## config.mk

```make
export PLATFORM = sky130hd
export DESIGN_NAME = sensor_pixel_packer
export DESIGN_NICKNAME = d
export VERILOG_FILES = /design/src/rtl/spk_pkg.sv /design/src/rtl/spk_src_mux.sv /design/src/rtl/spk_pack_fsm.sv /design/src/rtl/spk_word_fifo.sv /design/src/rtl/sensor_pixel_packer.sv
export SDC_FILE = /design/constraint.sdc
export NUM_CORES = 1
export LEC_CHECK = 0
export BUFFER_PORTS_ARGS = -buffer_cell sky130_fd_sc_hd__buf_2
export CORE_MARGIN = 10
export CORE_UTILIZATION = 45
export CTS_BUF_LIST = sky130_fd_sc_hd__clkbuf_8
export CTS_CLUSTER_DIAMETER = 200
export CTS_CLUSTER_SIZE = 20
export DETAILED_ROUTE_END_ITERATION = 10
export PLACE_DENSITY = 0.74
export SYNTH_ARGS = -nofsm -noshare
export SYNTH_HDL_FRONTEND = slang
export SYNTH_SLANG_ARGS = --single-unit
```

## constraint.sdc

```tcl
create_clock -name clk -period 3.6 [get_ports clk]
set_input_delay 0.36 -clock clk [delete_from_list [all_inputs] [get_ports clk]]
set_output_delay 0.36 -clock clk [all_outputs]
set_load 0.01 [all_outputs]
```

## src/rtl/spk_pkg.sv

```systemverilog
package spk_pkg;
    typedef enum logic [2:0] {
        ST_SYNC  = 3'd0,
        ST_IDLE  = 3'd1,
        ST_EMPTY = 3'd2,
        ST_HAVE1 = 3'd3,
        ST_HAVE2 = 3'd4
    } pack_state_e;
endpackage

```

## src/rtl/spk_src_mux.sv

```systemverilog
module spk_src_mux #(
    parameter int NUM_SRC = 3,
    parameter int PIX_W   = 10,
    parameter int SEL_W   = 2
) (
    input  logic                     clk,
    input  logic                     rst_n,
    input  logic [NUM_SRC-1:0]       src_en,
    input  logic [NUM_SRC-1:0]       src_fv,
    input  logic [NUM_SRC-1:0]       src_lv,
    input  logic [NUM_SRC*PIX_W-1:0] src_pix,
    input  logic [SEL_W-1:0]         req_sel,
    input  logic                     may_switch,
    output logic [SEL_W-1:0]         act_sel,
    output logic                     switched,
    output logic                     sel_en,
    output logic                     sel_fv,
    output logic                     sel_lv,
    output logic [PIX_W-1:0]         sel_pix
);
    localparam logic [SEL_W:0] SRC_LIM = (SEL_W+1)'(NUM_SRC);

    logic req_ok;

    // a request is legal only when it names an existing, different input
    assign req_ok   = ({1'b0, req_sel} < SRC_LIM) && (req_sel != act_sel);
    assign switched = may_switch && req_ok;

    always_ff @(posedge clk or negedge rst_n) begin
        if (!rst_n) begin
            act_sel <= '0;
        end else if (switched) begin
            act_sel <= req_sel;
        end
    end

    always_comb begin
        sel_en  = 1'b0;
        sel_fv  = 1'b0;
        sel_lv  = 1'b0;
        sel_pix = '0;
        for (int i = 0; i < NUM_SRC; i++) begin
            if (act_sel == SEL_W'(i)) begin
                sel_en  = src_en[i];
                sel_fv  = src_fv[i];
                sel_lv  = src_lv[i];
                sel_pix = src_pix[i*PIX_W +: PIX_W];
            end
        end
    end
endmodule

```

## src/rtl/spk_pack_fsm.sv

```systemverilog
module spk_pack_fsm
    import spk_pkg::*;
#(
    parameter int PIX_W  = 10,
    parameter int WORD_W = 32
) (
    input  logic              clk,
    input  logic              rst_n,
    input  logic              pix_en,
    input  logic              fv,
    input  logic              lv,
    input  logic [PIX_W-1:0]  pix,
    input  logic              src_switch,
    output pack_state_e       st,
    output logic              push,
    output logic [WORD_W-1:0] push_word,
    output logic              push_sof
);
    localparam int GROUP_W = 3 * PIX_W;

    pack_state_e      nxt;
    logic [PIX_W-1:0] hold0;
    logic [PIX_W-1:0] hold1;
    logic             sof_pend;
    logic             acc;
    logic             line_end;

    function automatic logic [WORD_W-1:0] pack3(input logic [PIX_W-1:0] a,
                                                input logic [PIX_W-1:0] b,
                                                input logic [PIX_W-1:0] c);
        logic [WORD_W-1:0] w;
        w = '0;
        w[GROUP_W-1:0] = {c, b, a};
        return w;
    endfunction

    assign acc      = pix_en && fv && lv && (st != ST_SYNC);
    assign line_end = !(fv && lv);
    assign push_sof = sof_pend;

    // state register
    always_ff @(posedge clk or negedge rst_n) begin
        if (!rst_n) begin
            st <= ST_SYNC;
        end else begin
            st <= nxt;
        end
    end

    // transitions
    always_comb begin
        nxt = st;
        unique case (st)
            ST_SYNC:  if (!fv) nxt = ST_IDLE;
            ST_IDLE: begin
                if (src_switch)  nxt = ST_SYNC;
                else if (fv)     nxt = acc ? ST_HAVE1 : ST_EMPTY;
            end
            ST_EMPTY: begin
                if (!fv)         nxt = ST_IDLE;
                else if (acc)    nxt = ST_HAVE1;
            end
            ST_HAVE1: begin
                if (acc)           nxt = ST_HAVE2;
                else if (line_end) nxt = fv ? ST_EMPTY : ST_IDLE;
            end
            ST_HAVE2: begin
                if (acc)           nxt = ST_EMPTY;
                else if (line_end) nxt = fv ? ST_EMPTY : ST_IDLE;
            end
            default:             nxt = ST_SYNC;
        endcase
    end

    // outputs: word emission
    always_comb begin
        push      = 1'b0;
        push_word = '0;
        unique case (st)
            ST_HAVE1: begin
                if (line_end) begin
                    push      = 1'b1;
                    push_word = pack3(hold0, '0, '0);
                end
            end
            ST_HAVE2: begin
                if (acc) begin
                    push      = 1'b1;
                    push_word = pack3(hold0, hold1, pix);
                end else if (line_end) begin
                    push      = 1'b1;
                    push_word = pack3(hold0, hold1, '0);
                end
            end
            default: ;
        endcase
    end

    // held pixels and start-of-frame marker
    always_ff @(posedge clk or negedge rst_n) begin
        if (!rst_n) begin
            hold0    <= '0;
            hold1    <= '0;
            sof_pend <= 1'b0;
        end else begin
            if (acc && (st == ST_IDLE || st == ST_EMPTY)) hold0 <= pix;
            if (acc && st == ST_HAVE1)                   hold1 <= pix;
            if (push)                                     sof_pend <= 1'b0;
            else if (st == ST_IDLE && fv)                 sof_pend <= 1'b1;
            else if (st == ST_EMPTY && !fv)               sof_pend <= 1'b0;
        end
    end
endmodule

```

## src/rtl/spk_word_fifo.sv

```systemverilog
module spk_word_fifo #(
    parameter int W     = 33,
    parameter int DEPTH = 4
) (
    input  logic         clk,
    input  logic         rst_n,
    input  logic         push,
    input  logic [W-1:0] din,
    input  logic         ready,
    output logic         full,
    output logic         valid,
    output logic [W-1:0] dout
);
    localparam int AW = (DEPTH > 1) ? $clog2(DEPTH) : 1;
    localparam int CW = $clog2(DEPTH + 1);

    logic [W-1:0]  mem [DEPTH];
    logic [AW-1:0] wr_ptr;
    logic [AW-1:0] rd_ptr;
    logic [CW-1:0] cnt;
    logic          do_push;
    logic          do_pop;

    assign valid   = (cnt != '0);
    assign full    = (cnt == CW'(DEPTH));
    assign do_pop  = valid && ready;
    assign do_push = push && (!full || do_pop);
    assign dout    = mem[rd_ptr];

    always_ff @(posedge clk or negedge rst_n) begin
        if (!rst_n) begin
            wr_ptr <= '0;
            rd_ptr <= '0;
            cnt    <= '0;
        end else begin
            if (do_push) wr_ptr <= (wr_ptr == AW'(DEPTH-1)) ? '0 : wr_ptr + 1'b1;
            if (do_pop)  rd_ptr <= (rd_ptr == AW'(DEPTH-1)) ? '0 : rd_ptr + 1'b1;
            cnt <= cnt + CW'(do_push) - CW'(do_pop);
        end
    end

    always_ff @(posedge clk) begin
        if (do_push) mem[wr_ptr] <= din;
    end
endmodule

```

## src/rtl/sensor_pixel_packer.sv

```systemverilog
module sensor_pixel_packer
    import spk_pkg::*;
#(
    parameter int NUM_SRC    = 3,
    parameter int PIX_W      = 10,
    parameter int WORD_W     = 32,
    parameter int FIFO_DEPTH = 4,
    parameter int SEL_W      = (NUM_SRC > 1) ? $clog2(NUM_SRC) : 1
) (
    input  logic                     clk,
    input  logic                     rst_n,
    input  logic [NUM_SRC-1:0]       src_en,
    input  logic [NUM_SRC-1:0]       src_fv,
    input  logic [NUM_SRC-1:0]       src_lv,
    input  logic [NUM_SRC*PIX_W-1:0] src_pix,
    input  logic [SEL_W-1:0]         src_sel,
    input  logic                     ovf_clear,
    input  logic                     m_ready,
    output logic                     m_valid,
    output logic [WORD_W-1:0]        m_data,
    output logic                     m_sof,
    output logic                     ovf_flag
);
    localparam int ENTRY_W = WORD_W + 1;

    pack_state_e       st;
    logic [SEL_W-1:0]  act_sel;
    logic              switched;
    logic              sel_en;
    logic              sel_fv;
    logic              sel_lv;
    logic [PIX_W-1:0]  sel_pix;
    logic              push;
    logic [WORD_W-1:0] push_word;
    logic              push_sof;
    logic              q_full;
    logic [ENTRY_W-1:0] q_out;
    logic              may_switch;

    assign may_switch = (st == ST_IDLE) && !sel_fv;

    spk_src_mux #(.NUM_SRC(NUM_SRC), .PIX_W(PIX_W), .SEL_W(SEL_W)) u_mux (
        .clk        (clk),
        .rst_n      (rst_n),
        .src_en     (src_en),
        .src_fv     (src_fv),
        .src_lv     (src_lv),
        .src_pix    (src_pix),
        .req_sel    (src_sel),
        .may_switch (may_switch),
        .act_sel    (act_sel),
        .switched   (switched),
        .sel_en     (sel_en),
        .sel_fv     (sel_fv),
        .sel_lv     (sel_lv),
        .sel_pix    (sel_pix)
    );

    spk_pack_fsm #(.PIX_W(PIX_W), .WORD_W(WORD_W)) u_fsm (
        .clk        (clk),
        .rst_n      (rst_n),
        .pix_en     (sel_en),
        .fv         (sel_fv),
        .lv         (sel_lv),
        .pix        (sel_pix),
        .src_switch (switched),
        .st         (st),
        .push       (push),
        .push_word  (push_word),
        .push_sof   (push_sof)
    );

    spk_word_fifo #(.W(ENTRY_W), .DEPTH(FIFO_DEPTH)) u_fifo (
        .clk   (clk),
        .rst_n (rst_n),
        .push  (push),
        .din   ({push_sof, push_word}),
        .ready (m_ready),
        .full  (q_full),
        .valid (m_valid),
        .dout  (q_out)
    );

    assign m_data = q_out[WORD_W-1:0];
    assign m_sof  = q_out[WORD_W];

    always_ff @(posedge clk or negedge rst_n) begin
        if (!rst_n) begin
            ovf_flag <= 1'b0;
        end else if (ovf_clear) begin
            ovf_flag <= 1'b0;
        end else if (push && q_full && !m_ready) begin
            ovf_flag <= 1'b1;
        end
    end
endmodule

```

==> impl_metrics.tcl <==
set metrics [dict create \
    fin_area_um2 7680 \
    synth_flop_cell "edfxtp_1" \
    ff2ff_path_depth 6 \
    std_cell_rows 44 \
    synth_top_area_share 0.555 \
    seq_power_share 0.446 \
    post-route-min-period_ps 2680 \
    cts_inserted_buffers 17 \
    fp.dieW_um 142 \
    switching_share 0.322 \
    clkTransAtPathRegs_ps 80 \
    die_area_um2 20200 \
    fin_cells 662 \
    syn_area_per_cell_um2 17.8 \
    setup_violations 0 \
    dp_cells 630 \
    ir_drop_mv 0.387 \
    yosys-top-cells-count "edfxtp_1 (124), dfrtp_1 (34), mux4_2 (31), nor2b_1 (21), nand2_1 (17)" \
    drv_cap 0 \
    slew_headroom 0.441 \
    tns_ps 0 \
    grt_max_degree 35 \
    cts_tree "done" \
    fillers 1153 \
    combinationalPowerShare 0.333 \
    hold_path_class "input pin to async pin" \
    die_h_um 142 \
    hold_viol 0 \
    startpoint_type "flop" \
    p_clk_frac 0.221 \
    core_um2 14600 \
    synth-seq-cells 158 \
    powerDensity_nw_per_um2 754 \
    place_area_um2 7300 \
    power.switching_uw 1860 \
    reg2reg_slack_ps 920 \
    wl_mm 13.4 \
    synth_cell_types 50 \
    rr_startpoint "u_mux.act_sel[1]" \
    async_reset_ff_frac 0.215 \
    synth_area_leaders "edfxtp_1 (56%), dfrtp_1 (13%), mux4_2 (10%), mux2_4 (2.2%), nor2b_1 (2.0%)" \
    cts_hold_buf 0 \
    endpoint "u_fifo.mem[1][16]" \
    rr_endpoint "u_fifo.mem[1][16]" \
    critPathCaptureType "flop" \
    p_int_uw 3930 \
    grt_util_all_layers 0.138 \
    antenna_found_initial 0 \
    grt_pass1_wl_mm 21.7 \
    synth_cells 377 \
    drive_gt1_frac 0.364 \
    synth_area_leader_cell "edfxtp_1" \
    fin_skew_ps 10.1 \
    drt_first_pass_iters 4 \
    overflow 0 \
    rsz0062_at_grt "false" \
    htreeDepth 4 \
    port_buffers 77 \
    worst_slack_ps 920 \
    tightest_slew_ps 838 \
    vias 3593 \
    start_util 0.460 \
    postRouteAntennaNets 0 \
    syn-cell-area_um2 6710 \
    status "finished clean" \
    grt_pass1_vias 3934 \
    fin_nets 518 \
    yosysSeqAreaShare 0.682 \
    io_pins 80 \
    clock.fmax_mhz 373 \
    p_leak_uw 0.00291 \
    fin_util 0.527 \
    hpwl_mm 9.20 \
    vias_per_cell 5.43 \
    worstSetupPathType "flop to flop" \
    root_buffer "clkbuf_8" \
    slew_violations 0 \
    cts.repair.resized 0 \
    synth-edff-count 124 \
    synth_most_common_cell "edfxtp_1" \
    yosys_warnings 0 \
    cp-startpoint "u_mux.act_sel[1]" \
    post-route-period-util 0.745 \
    cts_setup_buffers 0 \
    clock_latency_ps 440 \
    areaGrowthSynthToFinish_pct 14.5 \
    gp_congestion 0.764 \
    clock_path_buffers 2 \
    cts_sinks 158 \
    preCtsSetupSlack_ps 930 \
    drc_errors 0 \
    wl_per_cell_um 20.3 \
    drtIter0Drc 250 \
    critical_path_arrival_ps 2760 \
    required_ps 3680 \
    antenna_cells 0 \
    critPathMaxFanout 31 \
]
==> stage by stage <==
step	power, uW	hold WS, ps
after global placement	4520	480
final	5790	11.7
after global routing	6120	43.2
after floorplan	3940	64.4
after detailed placement	4590	484
after CTS	5860	19.6
==> layout by cell type, fill, tap and decap left out, types with 3 or more instances in the layout <==
master,instances
edfxtp_1,124
buf_2,77
dfrtp_1,33
mux4_2,31
nor2b_1,21
nand2_1,17
clkbuf_8,17
and2_1,16
o21ai_0,14
mux2i_1,13
inv_1,11
mux2_2,11
mux2_4,10
buf_4,10
ha_1,7
nor2_1,4
a21oi_1,4
clkinvlp_4,4
clkinv_1,4
o2bb2ai_4,3
nor3_1,3
nand4_1,3
clkinv_2,3
bufinv_16,3
==> worst min-delay path by stage <==
stage / slack (ps) / startpoint / end / cells after the start
2_1_floorplan: 60 / rst_n / ovf_flag / 0
3_3_place_gp: 480 / u_fsm.hold1[0] / u_fsm.hold1[0] / 1
3_5_place_dp: 480 / u_fsm.hold1[2] / u_fsm.hold1[2] / 1
4_1_cts: 20 / rst_n / u_fifo.cnt[2] / 1
5_1_grt: 40 / rst_n / u_fifo.cnt[2] / 1
6_report: 10 / rst_n / u_fifo.cnt[2] / 1
==> power by group through the flow <==
stage	combinational, uW	clock, uW	sequential, uW
after detailed placement	1960	0	2630
after global placement	1920	0	2600
final	1930	1280	2580
after floorplan	1490	0	2450
after CTS	1970	1300	2590
after global routing	2090	1390	2630
==> critical path, cell delays in order, from the launching register on <==
cell	delay, ps
dfrtp_1	650
mux2i_1	390
o2bb2ai_4	160
o2bb2ai_1	180
a21oi_2	320
and2_1	180
buf_4	420
==> kinds of logic (layout without fill, tap and decap cells) <==
family	Yosys count	count (layout)	synth area share
mux	67	67	0.168
flops	158	158	0.682
other cells	1	2	0.000559
xor+xnor	3	3	0.00392
fa+ha+maj	8	8	0.0160
simple gates	72	72	0.0599
compound gates	39	39	0.0483
buf+inv	29	129	0.0216
==> layer usage <==
layer	share of wire	vias up	routed length [um]	global-route usage
met5	0	-	0	0
met4	0.013	0	174	0.0360
met3	0.049	12	653	0.0434
met2	0.51	112	6840	0.228
met1	0.43	1840	5770	0.173
li1	-	1629	-	-
==> layout make-up <==
type / instances / area [um2] / share of cell area
clock buffer: 17 / 234 / 0.0305
clock inverter: 15 / 154 / 0.0200
tap: 184 / 230 / 0.0300
multi-input combinational: 191 / 1990 / 0.259
inverter: 10 / 37.5 / 0.00489
timing repair buffer: 87 / 460 / 0.0599
sequential: 158 / 4580 / 0.596
==> registers in the layout, summed over array words and instances (netlist names) <==
register        cells
ovf_flag            1
u_fifo.cnt          3
u_fifo.mem        124
u_fifo.wr_ptr       2
u_fsm.hold0        10
u_fsm.hold1        10
u_fsm.push_sof      1
u_fsm.st            3
u_fifo.rd_ptr       2
u_mux.act_sel       2
Power figures use the tool's default switching activity.
